`src/rtl/uev_pkg.sv`:
```
package uev_pkg;

    localparam int NUM_EP = 6;
    localparam int REG_W  = 8;
    localparam int ADDR_W = 3;

    typedef enum logic [ADDR_W-1:0] {
        RA_BUS  = 3'd0,
        RA_FLAG = 3'd1,
        RA_IEN  = 3'd2,
        RA_PIPE = 3'd3,
        RA_CTRL = 3'd4
    } reg_addr_e;

    typedef struct packed {
        logic busrst;
        logic resume;
        logic suspend;
    } bus_evt_t;

    typedef struct packed {
        logic [NUM_EP-1:0] ien;
        logic [NUM_EP-1:0] pen;
        logic              nak_mask;
    } cfg_t;

    function automatic logic [NUM_EP-1:0] gate_ep(
        input logic [NUM_EP-1:0] flags,
        input logic [NUM_EP-1:0] ien,
        input logic [NUM_EP-1:0] pen
    );
        return flags & ien & pen;
    endfunction

endpackage

```
`src/rtl/uev_bus_track.sv`:
```
module uev_bus_track
    import uev_pkg::*;
(
    input  logic     clk,
    input  logic     rst,
    input  bus_evt_t bus_in,
    output bus_evt_t bus_sts,
    output bus_evt_t bus_rise
);
    bus_evt_t sts_q, prev_q;

    always_ff @(posedge clk) begin
        if (rst) begin
            sts_q  <= '0;
            prev_q <= '0;
        end else begin
            sts_q  <= bus_in;
            prev_q <= sts_q;
        end
    end

    assign bus_sts  = sts_q;
    assign bus_rise = sts_q & ~prev_q;

    AST_STS_FOLLOWS: assert property (@(posedge clk) disable iff (rst)
        1'b1 |=> (sts_q == $past(bus_in))) else $error("status lag");

endmodule

```
`src/rtl/uev_flag_bank.sv`:
```
module uev_flag_bank
    import uev_pkg::*;
(
    input  logic              clk,
    input  logic              rst,
    input  logic [NUM_EP-1:0] ep_hit,
    input  logic              ep0_nak,
    input  cfg_t              cfg,
    input  logic              clr_en,
    input  logic [NUM_EP-1:0] clr_keep,
    output logic [NUM_EP-1:0] flags,
    output logic [NUM_EP-1:0] ep_rise
);
    logic [NUM_EP-1:0] flags_q, gated_prev_q, set_v, gated;

    always_comb begin
        set_v    = ep_hit;
        set_v[0] = ep_hit[0] | (ep0_nak & ~cfg.nak_mask);
    end

    genvar i;
    generate
        for (i = 0; i < NUM_EP; i++) begin : g_flag
            always_ff @(posedge clk) begin
                if (rst)
                    flags_q[i] <= 1'b0;
                else if (set_v[i])
                    flags_q[i] <= 1'b1;
                else if (clr_en && !clr_keep[i])
                    flags_q[i] <= 1'b0;
            end
        end
    endgenerate

    assign gated = gate_ep(flags_q, cfg.ien, cfg.pen);

    always_ff @(posedge clk) begin
        if (rst) gated_prev_q <= '0;
        else     gated_prev_q <= gated;
    end

    assign flags   = flags_q;
    assign ep_rise = gated & ~gated_prev_q;

    AST_SET_WINS: assert property (@(posedge clk) disable iff (rst)
        (set_v != '0) |=> ((flags_q & $past(set_v)) == $past(set_v))) else $error("set lost");
    AST_NO_SELF_CLEAR: assert property (@(posedge clk) disable iff (rst)
        !clr_en |=> ((flags_q & $past(flags_q)) == $past(flags_q))) else $error("flag dropped");
    AST_MASKED_NAK: assert property (@(posedge clk) disable iff (rst)
        (cfg.nak_mask && ep0_nak && !ep_hit[0] && !flags_q[0]) |=> !flags_q[0]) else $error("nak leak");

endmodule

```
`src/rtl/uev_regs.sv`:
```
module uev_regs
    import uev_pkg::*;
(
    input  logic              clk,
    input  logic              rst,
    input  logic              reg_wr,
    input  logic [ADDR_W-1:0] reg_addr,
    input  logic [REG_W-1:0]  reg_wdata,
    input  logic [NUM_EP-1:0] flags,
    input  bus_evt_t          bus_sts,
    output cfg_t              cfg,
    output logic              clr_en,
    output logic [REG_W-1:0]  reg_rdata
);
    logic [NUM_EP-1:0] ien_q;
    logic [NUM_EP-1:1] pen_q;
    logic              mask_q;
    logic              unused_hi;

    assign unused_hi = ^reg_wdata[REG_W-1:NUM_EP];

    always_ff @(posedge clk) begin
        if (rst) begin
            ien_q  <= '0;
            pen_q  <= '0;
            mask_q <= 1'b0;
        end else if (reg_wr) begin
            case (reg_addr)
                RA_IEN:  ien_q  <= reg_wdata[NUM_EP-1:0];
                RA_PIPE: pen_q  <= reg_wdata[NUM_EP-1:1];
                RA_CTRL: mask_q <= reg_wdata[0];
                default: ;
            endcase
        end
    end

    assign clr_en       = reg_wr && (reg_addr == RA_FLAG);
    assign cfg.ien      = ien_q;
    assign cfg.pen      = {pen_q, 1'b1};
    assign cfg.nak_mask = mask_q;

    always_comb begin
        reg_rdata = '0;
        case (reg_addr)
            RA_BUS:  reg_rdata[2:0]        = bus_sts;
            RA_FLAG: reg_rdata[NUM_EP-1:0] = flags;
            RA_IEN:  reg_rdata[NUM_EP-1:0] = ien_q;
            RA_PIPE: reg_rdata[NUM_EP-1:1] = pen_q;
            RA_CTRL: reg_rdata[0]          = mask_q;
            default: ;
        endcase
    end

    AST_CFG_HOLD: assert property (@(posedge clk) disable iff (rst)
        !reg_wr |=> ($stable(ien_q) && $stable(pen_q) && $stable(mask_q))) else $error("cfg drift");

endmodule

```
`src/rtl/uev_pulse_gen.sv`:
```
module uev_pulse_gen #(
    parameter int PULSE_LEN = 4
) (
    input  logic clk,
    input  logic rst,
    input  logic trig,
    output logic irq_n
);
    localparam int CNT_W = $clog2(PULSE_LEN + 1);
    localparam logic [CNT_W-1:0] LOAD = CNT_W'(PULSE_LEN);

    logic [CNT_W-1:0] cnt_q;

    always_ff @(posedge clk) begin
        if (rst)               cnt_q <= '0;
        else if (trig)         cnt_q <= LOAD;
        else if (cnt_q != '0)  cnt_q <= cnt_q - 1'b1;
    end

    assign irq_n = (cnt_q == '0);

    AST_TRIG_LOW: assert property (@(posedge clk) disable iff (rst)
        trig |=> !irq_n) else $error("no pulse");
    AST_FALL_CAUSE: assert property (@(posedge clk) disable iff (rst)
        $fell(irq_n) |-> $past(trig)) else $error("spurious pulse");

endmodule

```
`src/rtl/uev_irq_hub.sv`:
```
module uev_irq_hub
    import uev_pkg::*;
#(
    parameter int PULSE_LEN = 4
) (
    input  logic              clk,
    input  logic              rst,
    input  logic              bus_suspend,
    input  logic              bus_resume,
    input  logic              bus_reset,
    input  logic [NUM_EP-1:0] ep_hit,
    input  logic              ep0_nak,
    input  logic              reg_wr,
    input  logic [ADDR_W-1:0] reg_addr,
    input  logic [REG_W-1:0]  reg_wdata,
    output logic [REG_W-1:0]  reg_rdata,
    output logic              irq_n
);
    bus_evt_t          bus_in, bus_sts, bus_rise;
    cfg_t              cfg;
    logic              clr_en;
    logic [NUM_EP-1:0] flags, ep_rise;
    logic              trig;

    assign bus_in = '{busrst: bus_reset, resume: bus_resume, suspend: bus_suspend};

    uev_bus_track i_bus (
        .clk     (clk),
        .rst     (rst),
        .bus_in  (bus_in),
        .bus_sts (bus_sts),
        .bus_rise(bus_rise)
    );

    uev_regs i_regs (
        .clk      (clk),
        .rst      (rst),
        .reg_wr   (reg_wr),
        .reg_addr (reg_addr),
        .reg_wdata(reg_wdata),
        .flags    (flags),
        .bus_sts  (bus_sts),
        .cfg      (cfg),
        .clr_en   (clr_en),
        .reg_rdata(reg_rdata)
    );

    uev_flag_bank i_flags (
        .clk     (clk),
        .rst     (rst),
        .ep_hit  (ep_hit),
        .ep0_nak (ep0_nak),
        .cfg     (cfg),
        .clr_en  (clr_en),
        .clr_keep(reg_wdata[NUM_EP-1:0]),
        .flags   (flags),
        .ep_rise (ep_rise)
    );

    assign trig = (ep_rise != '0) || (bus_rise != '0);

    uev_pulse_gen #(.PULSE_LEN(PULSE_LEN)) i_pulse (
        .clk  (clk),
        .rst  (rst),
        .trig (trig),
        .irq_n(irq_n)
    );

    AST_BUS_UNGATED: assert property (@(posedge clk) disable iff (rst)
        (bus_rise != '0) |=> !irq_n) else $error("bus event gated");
    AST_EP_NEEDS_ENABLE: assert property (@(posedge clk) disable iff (rst)
        (ep_rise != '0) |-> ((ep_rise & ~(cfg.ien & cfg.pen)) == '0)) else $error("ungated ep");

endmodule

```
`config.mk`:
```
export PLATFORM = sky130hd
export DESIGN_NAME = uev_irq_hub
export DESIGN_NICKNAME = d
export VERILOG_FILES = /design/src/rtl/uev_pkg.sv /design/src/rtl/uev_bus_track.sv /design/src/rtl/uev_flag_bank.sv /design/src/rtl/uev_regs.sv /design/src/rtl/uev_pulse_gen.sv /design/src/rtl/uev_irq_hub.sv
export SDC_FILE = /design/constraint.sdc
export NUM_CORES = 1
export LEC_CHECK = 0
export ABC_AREA = 1
export BUFFER_PORTS_ARGS = -buffer_cell sky130_fd_sc_hd__buf_2
export CORE_MARGIN = 2
export CORE_UTILIZATION = 42
export CTS_CLUSTER_SIZE = 24
export DETAILED_ROUTE_END_ITERATION = 10
export GPL_ROUTABILITY_DRIVEN = 0
export GPL_TIMING_DRIVEN = 1
export SLEW_MARGIN = 20
export SYNTH_ARGS = -nofsm -noshare
export SYNTH_HDL_FRONTEND = slang
export SYNTH_SLANG_ARGS = --single-unit
```
`constraint.sdc`:
```
create_clock -name clk -period 1.42 [get_ports clk]
set_input_delay 0.071 -clock clk [delete_from_list [all_inputs] [get_ports clk]]
set_output_delay 0.071 -clock clk [all_outputs]
set_load 0.01 [all_outputs]
```
==> results.yml <==
run_status:
  status: "completed"
route:
  ant_nets: 0
  wl_per_cell_um: 11.2
  via_per_inst: 4.71
  drt_iter0_drc: 41
  drt-pass1-iter-count: 4
  route.vias.total: 1371
  drt_drc_violations_left: 0
  routed_wl_mm: 3.25
worst_setup_path:
  cp_cell_sequence: "inv_1, ha_1, ha_4, buf_2"
  cpMaxStageDelayCell: "dfxtp_2"
  ff2ff_setup_slack_ps: 150
  slowest_delay_ps: 340
  reg2reg_from: "i_pulse.cnt_q[0]"
  worstSetupPathType: "flip-flop to output pin"
  crit_fanout: 6
  cp_num_buf_inv: 2
  critPathTopFamily: "adder cells"
  cp-end-kind: "output pin"
  rr_worst_depth: 8
  crit_start: "i_pulse.cnt_q[0]"
  worst_ep_required_time_ps: 1350
  crit_cells: 4
  critPathArrivalTime_ps: 1280
  reg2reg_to: "i_pulse.cnt_q[2]"
  crit_end: "irq_n"
  crit_path_start_kind: "flip-flop"
floorplan:
  core_area_um2: 3310
  dieHeight_um: 62.6
  rows: 21
  design.die.area_um2: 3920
  initial_core_util_pct: 43.6
  io_pins: 33
  die_x_um: 62.6
sta:
  fmax_ghz: 0.740
  setup_ws_ps: 68.1
  whs_ps: 24.2
  rsz0062_at_grt: "no"
  hold_viol: 0
  period_minus_slack_ps: 1350
  finClkSkew_ps: 5.21
  setup_viol: 0
  final.period_utilization_pct: 95.2
  slew_violations: 0
  setup_tns_ps: 0
grt:
  grt_pass1_wl_mm: 5.45
  grt_max_degree: 24
  top_usage_layer: "met2"
  use_met3_pct: 5.77
  grt_pass1_vias: 1268
  antenna_found_initial: 0
  grt_use_total_pct: 18.3
  grt-ovfl-total: 0
  use_met2_pct: 31.5
  use_met1_pct: 20.7
yosys:
  yosysSeqAreaShare_pct: 45.8
  yosysWarnings: 0
  netlist_area_um2: 1440
  synth_commonest_cells: "dfxtp_1, nand2_1, inv_1"
  async_flop_share_pct: 0
  synth_area_leaders: "dfxtp_1, nand2_1, inv_1, nor2_1, nand3_1"
  synth_seq_cells: 33
  synth_area_leader_cell: "dfxtp_1"
  yosysTopAreaCellShare_pct: 45.8
  synth.avg_cell_area_um2: 7.32
  synth_edf_count: 0
  yosysMostFrequentCell: "dfxtp_1"
  synth_ff_type: "dfxtp_1"
  synth_cell_type_count: 23
  synthCells: 197
cts:
  post_cts_buffers: 0
  clkLatencyLatePin_ps: 340
  cts_tree: "done"
  cts_root_buf: "clkbuf_4"
  cts.sinks: 33
  h-tree-depth: 2
  clkTransAtPathRegs_ps: 100
  cts_buffers: 5
  clockBufferDepth: 2
cells_and_area:
  fin_cells: 291
  fin_nets: 271
  finish.utilization_pct: 55.9
  fin_area_um2: 1850
  layout-drive-gt1-share_pct: 19.2
  n_antenna_cell: 0
  area_growth_pct: 28.2
placement:
  dp_hpwl_mm: 2.22
  dpl_worst_slack_ps: 40.3
  post_dp_cell_area_um2: 1630
  numPortBuffers: 28
  placed_cells: 269
pwr:
  leakage_nw: 0.846
  irDropWorstVdd_uv: 562
  powerDensity_nw_per_um2: 1020
  power_mw: 1.88
hold_path:
  hp-start: "reg_wdata[2]"
  hold_class: "primary input to flip-flop"
job:
  drv_cap: 0
## sequential cells by signal, summed over array words and instances, names as in the netlist
| name | cells |
|---|---|
| i_regs.pen_q | 5 |
| i_bus.bus_sts | 3 |
| i_regs.mask_q | 1 |
| i_regs.ien_q | 6 |
| i_flags.gated_prev_q | 6 |
| i_flags.flags | 6 |
| i_bus.prev_q | 3 |
| i_pulse.cnt_q | 3 |
## cells in the final DEF, fill, tap and decap left out, drive strengths merged
cell,Yosys,routed
nand2,33,33
nor2,29,29
nand3,18,18
dlygate4sd3,0,14
conb,1,2
xor2,1,1
nand4,5,5
a21oi,16,16
clkinv,1,2
nor3,3,3
o22ai,1,1
ha,3,3
o21ai,14,14
o2111ai,2,2
inv,31,31
clkbuf,2,7
buf,4,31
dfxtp,33,33
## power by group
group	switching, mW	internal [mW]	leakage (nW)
sequential	0.0270	0.967	0.271
clock	0.323	0.287	0.0413
combinational	0.149	0.128	0.534
total	0.498	1.38	0.846
## worst min-delay path by stage
| stage | cells past startpoint | end | slack [ps] |
|---|---|---|---|
| after CTS | 3 | i_regs.pen_q[2] | 3 |
| final | 3 | i_regs.ien_q[2] | 20 |
| after global placement | 3 | i_bus.bus_sts[1] | 270 |
| after floorplan | 1 | i_flags.flags[1] | 140 |
| after global routing | 3 | i_regs.pen_q[2] | 20 |
| after detailed placement | 3 | i_bus.bus_sts[0] | 280 |
## routing by layer
layer  vias to the layer above  share of wire, %
met1                       617                45
met5                         -                 0
met2                        32                50
li1                        720                 -
met4                         0              0.25
met3                         2               4.7
## logic make-up after synthesis
family | count (synthesis) | synth area share (%)
AND/OR/NAND/NOR | 88 | 27.4
buffers and inverters | 38 | 11.3
AO/OA/AOI/OAI | 33 | 12.1
flip-flops | 33 | 45.8
adder cells (fa/ha/maj) | 3 | 2.60
XOR/XNOR | 1 | 0.607
other | 1 | 0.260
## worst min-delay path, stage by stage
cell	delay, ps
buf_2	110
o21ai_0	80
nor2_1	70
## area by class of cell
cell class	count	area (um^2)
fill	341	1460
inverter	32	121
clock buffer	7	65.1
timing repair buffer	45	303
tap	46	57.6
multi-input combinational	127	636
sequential	33	662
clock inverter	1	5.00
## repair_timing
item | CTS | global route
hold buffers | 14 | 0
hold endpoints to repair | 16 | 0
setup endpoints to repair | 1 | 1
resized for setup | 2 | 1
Note: power is estimated with default switching activity, not from simulation.
